==> src/rtl/spwr_pkg.sv <==
package spwr_pkg;
  localparam int REQ_W = 4;

  typedef struct packed {
    logic vpp_pgm;
    logic vpp_vcc;
    logic v3;
    logic v5;
  } sock_req_t;

  typedef enum logic [1:0] {
    TX_IDLE  = 2'd0,
    TX_SHIFT = 2'd1,
    TX_LATCH = 2'd2
  } tx_state_t;
endpackage

==> src/rtl/spwr_clean.sv <==
module spwr_clean
  import spwr_pkg::*;
(
  input  sock_req_t req,
  output sock_req_t clean,
  output logic      vcc_bad
);
  logic vpp_bad;

  always_comb begin
    vcc_bad       = req.v5 & req.v3;
    vpp_bad       = req.vpp_vcc & req.vpp_pgm;
    clean.v5      = req.v5 & ~vcc_bad;
    clean.v3      = req.v3 & ~vcc_bad;
    clean.vpp_vcc = req.vpp_vcc & ~vpp_bad;
    clean.vpp_pgm = req.vpp_pgm & ~vpp_bad;
  end
endmodule

==> src/rtl/spwr_ref_sync.sv <==
module spwr_ref_sync #(
  parameter int STAGES = 2
) (
  input  logic clk,
  input  logic rst_n,
  input  logic ref_in,
  output logic level,
  output logic fall_tick
);
  logic [STAGES-1:0] sh_q, sh_d;

  always_comb sh_d = {sh_q[STAGES-2:0], ref_in};

  always_ff @(posedge clk or negedge rst_n) begin
    if (!rst_n) sh_q <= '0;
    else        sh_q <= sh_d;
  end

  assign level     = sh_q[STAGES-1];
  assign fall_tick = sh_q[STAGES-1] & ~sh_q[STAGES-2];
endmodule

==> src/rtl/spwr_serial_tx.sv <==
module spwr_serial_tx
  import spwr_pkg::*;
#(
  parameter int FRAME_W = 16
) (
  input  logic               clk,
  input  logic               rst_n,
  input  logic               enable,
  input  logic               tick,
  input  logic [FRAME_W-1:0] frame_in,
  output logic               data,
  output logic               latch
);
  localparam int CNT_W = $clog2(FRAME_W);

  tx_state_t          st_q, st_d;
  logic [FRAME_W-1:0] sh_q, sh_d, sent_q, sent_d, load;
  logic [CNT_W-1:0]   cnt_q, cnt_d;
  logic               init_q, init_d, data_d, latch_d, pending;

  always_comb begin
    st_d    = st_q;
    sh_d    = sh_q;
    sent_d  = sent_q;
    cnt_d   = cnt_q;
    init_d  = init_q;
    data_d  = data;
    latch_d = latch;
    pending = init_q || (frame_in != sent_q);
    load    = init_q ? '0 : frame_in;
    if (!enable) begin
      st_d    = TX_IDLE;
      sent_d  = '0;
      init_d  = 1'b1;
      data_d  = 1'b0;
      latch_d = 1'b0;
    end else if (tick) begin
      unique case (st_q)
        TX_IDLE: if (pending) begin
          sh_d   = load;
          sent_d = load;
          data_d = load[FRAME_W-1];
          cnt_d  = CNT_W'(FRAME_W-1);
          init_d = 1'b0;
          st_d   = TX_SHIFT;
        end
        TX_SHIFT: if (cnt_q == '0) begin
          data_d  = 1'b0;
          latch_d = 1'b1;
          st_d    = TX_LATCH;
        end else begin
          sh_d   = sh_q << 1;
          data_d = sh_q[FRAME_W-2];
          cnt_d  = cnt_q - 1'b1;
        end
        default: begin
          latch_d = 1'b0;
          st_d    = TX_IDLE;
        end
      endcase
    end
  end

  always_ff @(posedge clk or negedge rst_n) begin
    if (!rst_n) begin
      st_q   <= TX_IDLE;
      sh_q   <= '0;
      sent_q <= '0;
      cnt_q  <= '0;
      init_q <= 1'b1;
      data   <= 1'b0;
      latch  <= 1'b0;
    end else begin
      st_q   <= st_d;
      sh_q   <= sh_d;
      sent_q <= sent_d;
      cnt_q  <= cnt_d;
      init_q <= init_d;
      data   <= data_d;
      latch  <= latch_d;
    end
  end
endmodule

==> src/rtl/sock_pwr_ctl.sv <==
module sock_pwr_ctl
  import spwr_pkg::*;
#(
  parameter int SYNC_STAGES = 2,
  parameter int BYTE_W      = 8
) (
  input  logic       clk,
  input  logic       rst_n,
  input  logic       ref_clk,
  input  logic       serial_mode,
  input  logic [3:0] req_a,
  input  logic [3:0] req_b,
  output logic       a5n_sclk,
  output logic       b3n_sdata,
  output logic       b5n_slatch,
  output logic       a_vcc3_n,
  output logic       a_vpp_vcc,
  output logic       a_vpp_pgm,
  output logic       b_vpp_vcc,
  output logic       b_vpp_pgm,
  output logic       err_a,
  output logic       err_b
);
  localparam int NSOCK   = 2;
  localparam int FRAME_W = NSOCK * BYTE_W;
  localparam int PAD_W   = BYTE_W - REQ_W;

  logic [1:0] rst_pipe;
  logic       rst_i;

  always_ff @(posedge clk or negedge rst_n) begin
    if (!rst_n) rst_pipe <= 2'b00;
    else        rst_pipe <= {rst_pipe[0], 1'b1};
  end
  assign rst_i = rst_pipe[1];

  sock_req_t [NSOCK-1:0] req_arr, clean_arr, par_q, par_d;
  logic      [NSOCK-1:0] vcc_bad, err_q, err_d;
  logic      [FRAME_W-1:0] frame;
  logic                  mode_q, sclk_lvl, tick, tx_data, tx_latch;

  assign req_arr[0] = req_a;
  assign req_arr[1] = req_b;

  for (genvar s = 0; s < NSOCK; s++) begin : g_sock
    spwr_clean u_clean (
      .req     (req_arr[s]),
      .clean   (clean_arr[s]),
      .vcc_bad (vcc_bad[s])
    );
    assign frame[(NSOCK-1-s)*BYTE_W +: BYTE_W] = {{PAD_W{1'b0}}, clean_arr[s]};
  end

  always_comb begin
    par_d = clean_arr;
    err_d = vcc_bad;
  end

  always_ff @(posedge clk or negedge rst_i) begin
    if (!rst_i) begin
      mode_q <= 1'b0;
      par_q  <= '0;
      err_q  <= '0;
    end else begin
      mode_q <= serial_mode;
      par_q  <= par_d;
      err_q  <= err_d;
    end
  end

  spwr_ref_sync #(.STAGES(SYNC_STAGES)) u_sync (
    .clk       (clk),
    .rst_n     (rst_i),
    .ref_in    (ref_clk),
    .level     (sclk_lvl),
    .fall_tick (tick)
  );

  spwr_serial_tx #(.FRAME_W(FRAME_W)) u_tx (
    .clk      (clk),
    .rst_n    (rst_i),
    .enable   (mode_q),
    .tick     (tick),
    .frame_in (frame),
    .data     (tx_data),
    .latch    (tx_latch)
  );

  assign a5n_sclk   = mode_q ? sclk_lvl : ~par_q[0].v5;
  assign b3n_sdata  = mode_q ? tx_data  : ~par_q[1].v3;
  assign b5n_slatch = mode_q ? tx_latch : ~par_q[1].v5;
  assign a_vcc3_n   = mode_q | ~par_q[0].v3;
  assign a_vpp_vcc  = ~mode_q & par_q[0].vpp_vcc;
  assign a_vpp_pgm  = ~mode_q & par_q[0].vpp_pgm;
  assign b_vpp_vcc  = ~mode_q & par_q[1].vpp_vcc;
  assign b_vpp_pgm  = ~mode_q & par_q[1].vpp_pgm;
  assign err_a      = err_q[0];
  assign err_b      = err_q[1];
endmodule

==> config.mk <==
export PLATFORM = sky130hd
export DESIGN_NAME = sock_pwr_ctl
export DESIGN_NICKNAME = d
export VERILOG_FILES = /design/src/rtl/spwr_pkg.sv /design/src/rtl/spwr_clean.sv /design/src/rtl/spwr_ref_sync.sv /design/src/rtl/spwr_serial_tx.sv /design/src/rtl/sock_pwr_ctl.sv
export SDC_FILE = /design/constraint.sdc
export NUM_CORES = 1
export LEC_CHECK = 0
export ABC_CLOCK_PERIOD_IN_PS = 1400
export BUFFER_PORTS_ARGS = -buffer_cell sky130_fd_sc_hd__buf_2
export CAP_MARGIN = 20
export CORE_MARGIN = 1.5
export CORE_UTILIZATION = 40
export CTS_CLUSTER_SIZE = 16
export DETAILED_ROUTE_END_ITERATION = 10
export GPL_ROUTABILITY_DRIVEN = 0
export PLACE_DENSITY = 0.58
export SETUP_SLACK_MARGIN = 0.4
export SYNTH_ARGS = -nofsm -noshare
export SYNTH_HDL_FRONTEND = slang
export SYNTH_SLANG_ARGS = --single-unit
==> constraint.sdc <==
create_clock -name clk -period 1.4 [get_ports clk]
set_input_delay 0.14 -clock clk [delete_from_list [all_inputs] [get_ports clk]]
set_output_delay 0.14 -clock clk [all_outputs]
set_load 0.05 [all_outputs]
## Word level (Yosys, flattened, before mapping)

Cells that the tools add are included.

- Bits in registers: 55
- Bits of input ports: 12
- Output and inout bits: 10
- Logic and storage cells: 99

- $add $sub $neg: 1
- Equal/unequal tests: 11
- Multiplexer cells: 31
- Bitwise gates (word level): 28
- Reductions and logical operators: 9

Operator list:

| cell | count |
|---|---|
| $mux 16 | 4 |
| $pmux 15 s2 | 1 |
| $and 1x1->1 | 17 |
| $ne 12x16->1 | 1 |
| $mux 15 | 1 |
| $mux 1 | 14 |
| $mux 12 | 1 |
| $reduce_and 3->1 | 4 |
| $not 1->1 | 10 |
| $mux 2 | 4 |
| $mux 4 | 2 |
| $ne 2x1->1 const B | 4 |
| $pmux 4 s2 | 1 |
| $ne 3x2->1 const B | 2 |
| $reduce_and 5->1 | 1 |
| $logic_not 4->1 | 1 |
| $ne 2x2->1 const B | 2 |
| $pmux 1 s2 | 2 |
| $pmux 2 s2 | 1 |
| $sub 4x1->4 const B | 1 |
| $ne 3x1->1 const B | 1 |
| $eq 2x1->1 const B | 1 |
| $logic_not 2->1 | 1 |
| $reduce_bool 2->1 | 1 |
| 2 further kinds | 2 |

## Depth between registers and ports, before layout

Gate-level depths: netlist of the first run.

- Depth after elaboration: 9
- Depth in mapped cells: 9
- Depth with buffers taken out: 7

## Cells and area by module

A second synthesis of the first run with hierarchy kept.

- Cells, all modules: 304
- Area total of the unflattened synthesis: 2,874.0 µm²

By module, submodules not included:

| module | instances | cells each | area each (µm²) | sequential area each (µm²) |
|---|---|---|---|---|
| spwr_serial_tx | 1 | 264 | 2,333.5 | 1,002.2 |
| sock_pwr_ctl | 1 | 27 | 406.6 | 325.3 |
| spwr_clean | 2 | 5 | 35.0 | 0.0 |
| spwr_ref_sync | 1 | 3 | 63.8 | 50.0 |

## Worst setup path after synthesis of the first run

OpenSTA, ideal clock, no wires.

- Path type: reg-to-output
- Start: register mode_q
- End: output b3n_sdata
- Arrival time: 1,804 ps
- Data required time: 1,260 ps
- Path slack: -544 ps
- Cell stages (with the launch flop): 4
- Cell sequence: dfrtp_1 > buf_2 > buf_1 > o21ai_0

- Word-level cells in the longest chain between the ends: 1

Ends and longest elaborated chain:

| what | RTL line | text |
|---|---|---|
| from (decl) | sock_pwr_ctl.sv:40 | `logic mode_q, sclk_lvl, tick, tx_data, tx_latch;` |
| from (signal assigned) | sock_pwr_ctl.sv:65 | `mode_q <= serial_mode;` |
| $mux 1 | sock_pwr_ctl.sv:90 | `assign b3n_sdata = mode_q ? tx_data : ~par_q[1].v3;` |
| to (decl) | sock_pwr_ctl.sv:14 | `output logic b3n_sdata,` |

Every way passes these cells.

## Worst setup path in the final report of the first run

- Start: register u_tx.sent_q[2]
- End: register u_tx.sh_q[9]

- Word-level cells in the longest chain between the ends: 4

Ends and longest elaborated chain:

| what | RTL line | text |
|---|---|---|
| from (decl) | spwr_serial_tx.sv:17 | `logic [FRAME_W-1:0] sh_q, sh_d, sent_q, sent_d, load;` |
| from (signal assigned) | spwr_serial_tx.sv:76 | `sent_q <= sent_d;` |
| $ne 12x16->1 | spwr_serial_tx.sv:29 | `pending = init_q \|\| (frame_in != sent_q);` |
| $logic_or 1x1->1 | spwr_serial_tx.sv:29 |  |
| $ne 2x1->1 (no line) | -- |  |
| $reduce_and 5->1 (no line) | -- |  |
| to (signal assigned) | spwr_serial_tx.sv:67 | `sh_q <= '0;` |
| to (signal assigned) | spwr_serial_tx.sv:75 | `sh_q <= sh_d;` |
| to (decl) | spwr_serial_tx.sv:17 |  |

Every way passes these cells.
A chain may end at the register's enable or synchronous reset.

==> impl.org, run 1 <==
** CTS
- Clock Latency Late Sink :: approximately 310 ps
- The clock tree synthesis step divided the H-tree into 2 levels.
- Sinks on Clock Net :: 47
- TritonCTS buffer count :: 5
- In this run the clock root is driven by a clkbuf_8.
- TritonCTS clock tree :: done
- Clock-pin slew was measured on the worst setup and hold paths at 90 ps.
- Maximum count of clock buffers along a single path :: 2

** Synthesis
- Post-synthesis instance area :: about 0.0025 mm^2
- The average instance in the mapped netlist occupies between 9 and 10 um^2.
- Total nets after synthesis :: 284
- Counting flops with a built-in enable in the synthesized netlist gives 0.
- Synth async-reset ratio :: between 90% and 100%
- Warning count from the yosys run :: 0
- Synthesis handed over a netlist of 270 instances.
- Count of unique library cells instantiated by Yosys :: 47
- Most common flop cell mapped by yosys :: dfrtp_1
- After synthesis the netlist holds a flip-flop and latch count of 47.
- Summing the sequential cell areas from Yosys gives between 40% and 50% of the chip area.

** Floorplanning
- Die width :: slightly above 80 um
- Core Area :: around 0.006 mm^2
- Die H :: between 80 and 90 um
- In this run the count of I/O pins placed on the die edge is 22.
- Total number of placement rows :: 28
- Starting density of the core :: 42.0%
- Die area :: 0.00681 mm^2

** Job
- Max-cap violations in this run came to 0.

** Power
- Total internal power :: ~2.4 mW
- In this run the power density over the cells is 926 mW/mm^2.
- Standby leakage power :: ~1.7 nW
- Total power for the finished layout comes to 3.49 mW.
- Combinational cell fraction of total power :: about a quarter
- Proportion of power drawn by the clock network :: about 30%
- Proportion of power drawn by flip-flops and latches :: 45.2%
- Switching share of total power :: around 31%
- Power dissipated by switching net loads :: 1.06 mW
- Maximum ir drop on the vdd rail :: between 0.6 and 0.7 mV

** Timing
- Peak clock frequency supported by timing :: around 520 MHz
- Worst-case clock skew :: around 7.1 ps
- Hold is met by 71.8 ps.
- Minimum clock period :: ~1900 ps
- Post-route worst setup slack :: -524 ps
- The max-slew violation total from the final report was 0.
- Number of hold violations in the final report :: 0
- Final TNS setup :: -13630 ps
- Setup repair after global routing missed its margin :: yes
- Dividing the final minimum period by the clock period gives 137%.
- Setup violations remaining at the end of the flow were counted as 37.

** Critical path
- The worst setup path is of the reg2reg kind.
- Worst path required time :: ~1600 ps
- The signal on the critical path passes through or4_4 -> o21ai_4 -> o211ai_4 -> or4_4 -> a31oi_1.
- Worst reg2reg setup slack :: -520 ps
- For the worst flop-to-flop path, the logic depth is 5.
- For this run, the slowest stage of the critical path takes approximately 580 ps.
- The worst setup path is captured at a flip-flop.
- The slowest stage of the critical path belongs to the cell or4_4.
- Nature of the critical path startpoint :: flip-flop
- The worst register-to-register path ends at u_tx.sh_q[9].
- The startpoint identified for the worst register-to-register timing path is u_tx.sent_q[2].
- Counting stages on the worst path, the most repeated cell is or4_4.
- Data on the critical path arrives at its endpoint at between 2000 and 2500 ps.
- Worst-path maximum fanout :: 7
- Critical path startpoint :: u_tx.sent_q[2]

** Worst hold path
- Hold_sp :: req_a[1]
- The path with the worst hold slack has its endpoint at err_q[0].
- Type of the worst min-delay path :: in2reg
- Number of stages on the worst hold path :: 2

** Place
- Number of port buffers :: 21
- Placed cell count :: between 300 and 400
- Half-perimeter wire length after detailed placement :: around 4.4 mm
- Summing all placed instances gives a cell area of 0.00320 mm^2.

** Routing
- Pre-Repair DR Iteration Count :: 4
- Wirelength per Cell :: 16.3 um
- In this run the remaining antenna-violating nets after routing total 0.
- The final route contains 2362 vias.
- After detailed routing, the number of remaining DRC violations is 0.
- After the first detailed-routing iteration, the DRC count stood at 220.
- Via density per instance :: about 5.5
- The routed design has 6.96 mm of wire.

** Finish
- Summed area of non-filler cells in the final layout :: 0.00377 mm^2
- From synthesis to final layout, the design area changed by 48.9%.
- Antenna cells :: 0
- Nets@finish :: roughly 360
- The post-route netlist has approximately two fifths of its cells at a drive strength greater than 1.
- The finished layout holds 426 standard cells, fillers aside.

** Global routing
- Vias in the first global route :: between 2k and 2.5k
- Summed over all layers, the global routing overflow is 0.
- Aggregate global-route resource usage :: roughly a fifth
- Maximum number of pins on one net before global-route repair :: 30
- First-pass GRT wire length :: 10.9 mm
- Initial antenna violation count :: 0

** Status
- The checks that failed: setup timing.
- Status :: finished, violations left
## critical path: cells and delay by family (launching register included)
kind | cells | cell delay (ps)
flops | 1 | 390
simple gates | 2 | 1070
compound gates | 3 | 390
## worst max-delay path by stage
stage,endpoint,slack [ps],depth (start not counted)
after floorplan,u_tx.sh_q[10],-520,6
after global placement,u_tx.sh_q[2],-450,5
after detailed placement,u_tx.sh_q[2],-480,5
after CTS,u_tx.sh_q[2],-500,5
after global routing,u_tx.sh_q[2],-570,5
final,u_tx.sh_q[9],-520,5
## cell usage after synthesis (2+ instances only)
cell       number  area share (%)
clkbuf_1       13             1.9
nand2_1        20             3.0
o21ai_0         4            0.79
dfrtp_1        46              45
a22oi_1         8             2.4
a21oi_1        11             2.2
xnor2_1         4             1.4
nor3_1         16             3.2
inv_1          20             3.0
ha_1            2            0.99
nor2b_1         7             1.7
o41ai_1         9             3.1
o21ai_1         7             1.4
and2_1          3            0.74
buf_2           3            0.59
o2111ai_1       7             2.4
or2_2           2            0.49
a211oi_1        2            0.59
a21o_1         10             3.0
nor4_1          2            0.49
nor2_1         13             1.9
or4_4           2            0.89
a31oi_1        10             2.5
o32ai_1         8             2.8
nand3_1         9             1.8
nand2b_1        9             2.2
buf_1           3            0.45
## power groups by stage
stage / logic, mW / registers [mW] / clock network [mW]
final: 0.866 / 1.58 / 1.04
after global routing: 0.943 / 1.59 / 1.12
after CTS: 0.792 / 1.58 / 1.07
after detailed placement: 0.708 / 1.60 / 0
after global placement: 0.701 / 1.60 / 0
after floorplan: 0.457 / 1.59 / 0
## cell type report
cell class | count | area, um^2
clock buffer | 5 | 68.8
clock inverter | 3 | 47.5
fill | 503 | 2260
inverter | 20 | 87.6
multi-input combinational | 184 | 1450
sequential | 47 | 1180
tap | 75 | 93.8
timing repair buffer | 92 | 840
## metrics by stage
step	setup slack (ps)	util, %
after floorplan	-523	-
after global placement	-452	53.1
after detailed placement	-478	53.1
after CTS	-499	60.0
after global routing	-569	62.5
final	-524	62.5
## cells by family (layout without fill, tap and decap cells)
group                    after synthesis  in the layout  share of synthesized area (%)
AND/OR/NAND/NOR                       89             90                           18.4
AO/OA/AOI/OAI                         86             86                           25.5
flip-flops                            47             47                           46.5
buffers and inverters                 40            120                           6.38
XOR/XNOR                               5              5                           2.03
adder cells (fa/ha/maj)                2              2                          0.989
other                                  1              1                          0.148
## placed cells by master (no fill, tap or decap), drive strengths merged, types with 10 or more instances in the layout
master   n
nand2   20
nor2    13
a31oi   10
a21o    10
inv     21
o21ai   12
a21oi   11
dfrtp   46
nor3    16
buf     87
## routing by layer
layer / track usage (%) / wire length (um) / part of all wire, % / up-vias
met2: 36.2 / 3530 / 51 / 44
met5: 0 / 0 / 0 / -
met4: 6.83 / 162 / 2.3 / 0
met3: 3.74 / 182 / 2.6 / 11
li1: - / - / - / 1142
met1: 27.4 / 3090 / 44 / 1165
## flip-flops by register name, summed over array words and instances (netlist names)
name         flops
u_tx.sh_q       15
par_q            8
u_tx.sent_q      8
u_tx.cnt_q       4
err_q            2
rst_pipe         2
u_sync.sh_q      2
u_tx.st_q        2
mode_q           1
u_tx.data        1
u_tx.init_q      1
u_tx.latch       1
## repair_timing
item | CTS | global route
buffers inserted | 8 | 5
endpoints found under the setup margin | 42 | 42
resized for setup | 44 | 16
endpoints found under the hold margin | 4 | 0
cloned | 2 | 2
pin swaps | 3 | 19
hold buffers | 3 | 0
Note: power is estimated with default switching activity, not from simulation.
==> inputs of run 2 (changes only) <==
Settings changed: CELL_PAD_IN_SITES_DETAIL_PLACEMENT set to 1, CELL_PAD_IN_SITES_GLOBAL_PLACEMENT set to 2, CORE_UTILIZATION 40 to 34, PLACE_DENSITY 0.58 to 0.75.
==> run 2 against run 1 <==
Compared with the run above:
- the flow still finishes with violations (setup timing)
- die area rose by 17%
- setup slack worse by 73 ps
- global-route usage grew 0.32 points
- power decreased by 3.9%
==> impl.org, run 2 (synthesized netlist as in run 1, its figures left out) <==
** Status
- The flow ran to the end, but the final reports show violations.
- Violations in the final reports :: setup timing

** Critical path
- Worst reg2reg endpoint :: u_tx.sent_q[10]
- The critical path in this run is classified as reg2reg.
- Worst path required time :: 1600 ps (-30 ps)
- STA classifies the critical path startpoint as a flip-flop.
- Data arrival at the endpoint of the critical path :: 2200 ps (+50 ps)
- STA classifies the critical path endpoint as a flip-flop.
- Worst reg2reg setup slack :: -600 ps (-70 ps)
- Worst-path maximum fanout :: 9 (+2)
- R2r startpoint :: u_tx.sent_q[2]
- Depth of the most critical reg-to-reg path :: 6 (+1)

** Timing
- The final setup TNS was -15880 ps (-2250 ps).
- Count of final setup violators :: 38 (+2.7%)
- The timing-limited maximum frequency came to 501 MHz (-3.7%).
- Setup repair after global routing missed its margin :: yes
- The post-layout minimum cycle time was 2000 ps (+72.9 ps).
- The period utilization came to 143% (+5.2 points).
- The smallest setup slack after layout is -597 ps (-72.9 ps).
- The hold violation total from the final report is 0 (unchanged).
- Final count of pins violating max slew :: 0 (unchanged)
- The worst setup skew after layout is 3.90 ps (-3.19 ps).

** Finish
- Fraction of final layout cells sized beyond drive strength 1 :: 45.7% (+3.8 points)
- Summed area of non-filler cells in the final layout :: 0.00388 mm^2 (+3.1%)
- The number of nets in the final layout was 372 (+2.2%).
- The count of inserted antenna diode cells came to 0 (unchanged).
- Total of fill cells in the finished design :: 837 (+66%)
- Final core utilization :: 53.8% (-8.7 points)
- Flip-flop count of the largest register after layout :: 15 (unchanged)
- P&R area growth vs syn :: 53.4%
- The number of non-filler instances in the completed layout is 458 (+7.5%).
- The largest registers in the layout are u_tx.sh_q: 15 flops, par_q: 8 flops, u_tx.sent_q: 8 flops.
- Leaving out fill and tap cells, the most frequent cell in the layout is buf_4.
- Leaving out fill and tap cells, the most frequent cells in the layout are 62 x buf_4, 44 x dfrtp_1, 17 x inv_1, 17 x buf_6, 15 x nor3_1.
- The register with the most flip-flops in the final layout is u_tx.sh_q.

** Global routing
- First-pass GRT wire length :: 13.0 mm (+19%)
- The largest net degree at the start of global routing was 23 (-23%).
- The total overflow reported by the global router was 0 (unchanged).
- The number of global-route vias before repair was 2551 (+13%).
- Aggregate global-route resource usage :: 21.6% (+0.32 points)
- The initial antenna violation count was 0 (unchanged).

** Floorplanning
- The starting density of the core came to 35.1% (-6.9 points).
- Core Area :: 0.00721 mm^2 (+20%)
- Total number of placement rows :: 31 (+11%)
- The height of the die came to 89.3 um (+8.2%).
- The full die area came to 0.00797 mm^2 (+17%).
- The number of ports placed on the die boundary is 22 (unchanged).
- Die width :: 89.3 um (+8.2%)

** Routing
- The first-pass iteration count of the detailed router was 4 (unchanged).
- Wirelength per Cell :: 17.3 um (+6.0%)
- The total number of vias was 2472 (+4.7%).
- The wire length reported by the detailed router came to 7.93 mm (+14%).
- Number of routed nets with antenna violations :: 0 (unchanged)
- The per-cell via count in the routed design came to 5.40 (-2.7%).
- DRC :: 0 (unchanged)
- The initial detailed-routing violation count is 147 (-33%).

** CTS
- The number of clock buffers inserted by TritonCTS was 5 (unchanged).
- The deepest level of the CTS H-tree is 2 (unchanged).
- Clock Latency Late Sink :: 300 ps (about the same)
- Clock-pin transition on the worst setup and hold timing paths :: 90 ps (about the same)
- Clock Root Buffer :: clkbuf_8
- The number of clock sinks came to 47 (unchanged).
- The maximum buffer depth of the clock tree was 2 (unchanged).
- TritonCTS clock tree :: done

** Worst hold path
- The number of cells traversed by the worst hold path is 2 (unchanged).
- Type of the worst min-delay path :: in2reg
- Hold path endpoint :: err_q[0]
- The startpoint identified for the worst hold timing path is req_a[1].

** Power
- The clock share of power is 24.5% (-5.5 points).
- Maximum ir drop on the vdd rail :: 0.406 mV (-34%)
- Proportion of power drawn by flip-flops and latches :: 47.0% (+1.8 points)
- The switching component of the power came to 1.08 mW (+1.8%).
- Total internal power :: 2.27 mW (-6.4%)
- The power density relative to cell area came to 863 mW/mm^2 (-6.7%).
- Standby leakage power :: 1.76 nW (+1.7%)
- Combinational cell fraction of total power :: 28.5% (+3.7 points)
- Switching share of total power :: 32.3% (+1.8 points)

** Job
- Maximum capacitance violations :: 0 (unchanged)

** Place
- Half-perimeter wire length after detailed placement :: 5.20 mm (+18%)
- The count of placed standard cells including taps came to 433 (+8.8%).
- The instance area after placement was 0.00329 mm^2 (+2.7%).
- Number of port buffers :: 21 (unchanged)
- The placement-stage worst setup slack came to -565 ps (-87.5 ps).
[run 2: cell types whose count changed in the layout (fill, tap and decap cells not counted), moves of 2 or more]
cell	previous run	this run
nand2_4	4	2
a31oi_1	10	7
nand2_2	1	4
a31oi_4	0	2
o41ai_1	8	2
a211oi_2	0	2
o41ai_2	1	6
a211oi_1	2	0
buf_6	13	17
buf_4	56	62
[run 2: power groups by stage]
stage	Combinational [mW]	Clock [mW]	Sequential, mW
detailed placement	0.744	0	1.60
floorplan	0.457	0	1.59
global route	1.04	0.911	1.59
finish	0.954	0.821	1.58
global placement	0.719	0	1.59
CTS	0.873	0.855	1.57
[run 2: repair_timing]
item / CTS / global route
hold endpoints to repair: 4 / 0
cloned: 1 / 1
hold buffers: 3 / 0
buffers inserted: 9 / 3
gates resized for setup: 50 / 25
endpoints found under the setup margin: 41 / 42
pin swaps: 3 / 13
[run 2: cell type report]
type / count / area, um^2 / area share, %
timing repair buffer: 100 / 880 / 22.7
tap: 99 / 124 / 3.19
inverter: 20 / 87.6 / 2.26
multi-input combinational: 184 / 1530 / 39.3
sequential: 47 / 1180 / 30.4
clock inverter: 2 / 12.5 / 0.322
clock buffer: 6 / 72.6 / 1.87
[run 2: layer usage]
layer / GRT usage, % / wire, um / part of all wire (%) / vias up
li1: - / - / - / 1163
met1: 27.9 / 3570 / 45 / 1255
met2: 37.3 / 3980 / 50 / 44
met3: 3.51 / 256 / 3.2 / 10
met4: 6.43 / 123 / 1.6 / 0
met5: 0 / 0 / 0 / -
[run 2: through the flow]
stage / total power, mW / hold WS (ps)
6_report: 3.35 / 63.0
2_1_floorplan: 2.05 / -156
4_1_cts: 3.30 / 63.4
3_5_place_dp: 2.34 / -73.6
3_3_place_gp: 2.31 / -75.4
5_1_grt: 3.54 / 61.2
[run 2: worst max path at each step]
stage,startpoint,to,slack (ps)
finish,u_tx.sent_q[2],u_tx.sent_q[10],-600
global route,u_tx.sent_q[2],u_tx.sent_q[2],-650
CTS,u_tx.sent_q[2],u_tx.sh_q[9],-560
detailed placement,u_tx.sent_q[2],u_tx.sh_q[9],-570
global placement,u_tx.sent_q[2],u_tx.sh_q[3],-480
floorplan,u_tx.sent_q[2],u_tx.sh_q[10],-520
[run 2: worst max-delay path, cell delays in order, from the launching register on]
cell	delay, ps
dfrtp_1	400
or4_4	500
o21ai_4	100
o211ai_4	140
or3_4	440
buf_8	150
a21o_1	160
==> inputs of run 3 (changes only) <==
Settings changed: CAP_MARGIN 20 to unset, PLACE_DENSITY 0.75 to 0.77, SETUP_SLACK_MARGIN 0.4 to unset.
==> run 3 against run 2 <==
Compared with the run above:
- the run still ends with setup timing left
- count of clock-buffer cells in the layout stayed put
- sequential share of layout area hardly changed
- hold slack better by 2.5 ps
- sequential cell count stayed put
- via count grew 1.6%
- routed wire length grew 10%
- global-route usage is 2.5 points higher
- non-clock buffer count grew 4
- core utilization up 0.069 points
- critical path depth did not move
- fmax rose by 4.1%
- sequential power about the same
==> impl.org, run 3 (synthesized netlist as in run 1, its figures left out) <==
** Status
- Status :: finished, violations left
- The checks that failed: setup timing.

** Power
- Proportion of power drawn by flip-flops and latches :: 42.9% (-4.1 points)
- The clock share of power was 29.0% (+4.5 points).
- The switching component of the power was 1.12 mW (+3.3%).
- Combinational cell fraction of total power :: 28.1% (-0.4 points)
- The internal power came to 2.54 mW (+12%).
- The switching part of the total power is 30.6% (-1.7 points).
- The leakage power figure was 1.75 nW (-0.14%).
- The maximum vdd ir drop came to 0.466 mV (+15%).
- PD cells :: 941 mW/mm^2 (+9.0%)

** Routing
- The average wire per cell in the routed design was 18.9 um (+9.1%).
- The initial detailed-routing violation count came to 217 (+48%).
- The wire length reported by the detailed router came to 8.73 mm (+10%).
- The first-pass iteration count of the detailed router came to 4 (unchanged).
- Via count :: 2511 (+1.6%)
- Number of routed nets with antenna violations :: 0 (unchanged)
- DRC :: 0 (unchanged)
- Via density per instance :: 5.44 (+0.70%)

** CTS
- Maximum count of clock buffers along a single path :: 2 (unchanged)
- The tree is rooted in a clkbuf_8.
- Clock-pin transition on the worst setup and hold timing paths :: 90 ps (about the same)
- TritonCTS buffer count :: 5 (unchanged)
- Clock Latency Late Sink :: 310 ps (about the same)
- The number of clock sinks is 47 (unchanged).
- TritonCTS built the clock tree.
- The deepest level of the CTS H-tree was 2 (unchanged).

** Critical path
- Worst path required time :: 1620 ps (+20 ps)
- The depth of the worst register-to-register path is 6 (unchanged).
- The critical path in this run is classified as reg2reg.
- Critical path startpoint :: u_tx.sent_q[3]
- The data arrival time of the critical path was 2140 ps (-60 ps).
- Nature of the critical path startpoint :: flip-flop
- R2r startpoint :: u_tx.sent_q[3]
- The reg-to-reg setup timing slack is -520 ps (+80 ps).
- Kind of end point of the critical path :: flip-flop
- The maximum fanout encountered on the critical timing path is 6 (-3).

** Finish
- The number of non-filler instances in the completed layout is 462 (+0.87%).
- Flip-flop count of the largest register after layout :: 15 (unchanged)
- Fraction of final layout cells sized beyond drive strength 1 :: 42.7% (-3.0 points)
- Largest reg by FF count :: u_tx.sh_q
- Leaving out fill and tap cells, the most frequent cell in the layout is buf_4.
- P&R area growth vs syn :: 53.6%
- The number of inserted filler cells in the final layout was 824 (-1.6%).
- Antenna cells :: 0 (unchanged)
- The number of nets in the final layout is 376 (+1.1%).
- The largest registers in the layout are u_tx.sh_q: 15 flops, par_q: 8 flops, u_tx.sent_q: 8 flops.
- Top library cells by usage in the layout, fill and taps aside :: 66 x buf_4, 44 x dfrtp_1, 17 x inv_1

** Timing
- Peak clock frequency supported by timing :: 521 MHz (+4.1%)
- The period utilization came to 137% (-5.6 points).
- Setup repair after global routing missed its margin :: yes
- Number of hold violations in the final report :: 0 (unchanged)
- Post-route worst setup slack :: -519 ps (+78.3 ps)
- Minimum clock period :: 1920 ps (-78.3 ps)
- The worst setup skew after layout is 7.83 ps (+3.93 ps).
- The final worst hold slack is 65.4 ps (+2.47 ps).
- Final count of pins violating max slew :: 0 (unchanged)
- Count of final setup violators :: 38 (unchanged)

** Floorplanning
- The height of the die came to 89.3 um (unchanged).
- The full die area came to 0.00797 mm^2 (unchanged).
- The die outline width is 89.3 um (unchanged).
- The starting density of the core came to 35.1% (unchanged).
- Total number of placement rows :: 31 (unchanged)
- Count of boundary I/O pins :: 22 (unchanged)
- Core Area :: 0.00721 mm^2 (unchanged)

** Global routing
- The global-route wire length before repair is 14.4 mm (+11%).
- The initial antenna violation count is 0 (unchanged).
- The overall global routing resource usage is 24.1% (+2.5 points).
- Maximum number of pins on one net before global-route repair :: 25 (+8.7%)
- Remaining Overflow, GRT :: 0 (unchanged)
- Vias in the first global route :: 2732 (+7.1%)

** Worst hold path
- Number of stages on the worst hold path :: 2 (unchanged)
- The worst hold path begins at req_a[1].
- In this run the worst hold path is classified as in2reg.

** Place
- Placed cell count :: 433 (unchanged)
- The number of input and output port buffers inserted is 21 (unchanged).
- The HPWL reported at the end of detailed placement is 5.33 mm (+2.5%).
- Setup slack after placement :: -546 ps (+19.1 ps)

** Job
- The total of max-cap violations was 0 (unchanged).
## run 3: worst max-delay path: stages (launching register included)
cell and delay, ps:
dfrtp_1 390, or4_4 500, o21ai_4 100, o211ai_4 130
or3_4 380, buf_6 140, o32ai_4 190
## run 3: stage by stage
| step | utilization (%) | cell area [um^2] | TNS (ps) | power, mW |
|---|---|---|---|---|
| floorplan | - | 2580 | -12660 | 1.99 |
| finish | 53.9 | 3890 | -14400 | 3.66 |
| global route | 53.9 | 3890 | -16780 | 3.82 |
| global placement | 44.7 | 3220 | -12100 | 2.31 |
| CTS | 52.0 | 3750 | -14570 | 3.60 |
| detailed placement | 44.7 | 3220 | -13760 | 2.34 |
## run 3: worst paths after layout
| kind | end |
|---|---|
| hold reg to reg | u_tx.cnt_q[1] |
| hold / removal | err_q[0] |
| setup reg to reg | u_tx.data |
| max in group asynchronous | u_tx.init_q |
| setup / recovery | u_tx.data |
| min in group asynchronous | rst_pipe[1] |
## run 3: power by group through the flow
stage               combinational, mW  clock, mW  sequential, mW
floorplan                       0.410          0            1.58
CTS                             0.958       1.08            1.56
global route                     1.12       1.12            1.59
finish                           1.03       1.06            1.57
global placement                0.736          0            1.58
detailed placement              0.762          0            1.58
## run 3: timing repair
action / CTS / global route
gates cloned: 2 / 0
resized for setup: 58 / 22
buffers inserted: 15 / 3
endpoints found under the hold margin: 4 / 0
setup endpoints to repair: 39 / 39
hold buffers: 3 / 0
pin swaps: 24 / 7
## run 3: cell type report
class / instances / area (um^2) / area share [%]
well taps: 99 / 124 / 3.19
inverters: 20 / 87.6 / 2.25
clock inverters: 2 / 35.0 / 0.901
clock buffers: 6 / 82.6 / 2.12
multi-input cells: 184 / 1460 / 37.7
flip-flops and latches: 47 / 1180 / 30.4
repair buffers: 104 / 913 / 23.5
## run 3: layer usage
layer  vias up  global-route usage, %  routed length, um
met2        38                   43.6               4610
met4         0                   5.73                108
met3        10                   3.79                237
li1       1175                      -                  -
met5         -                      0                  0
met1      1288                   30.2               3780
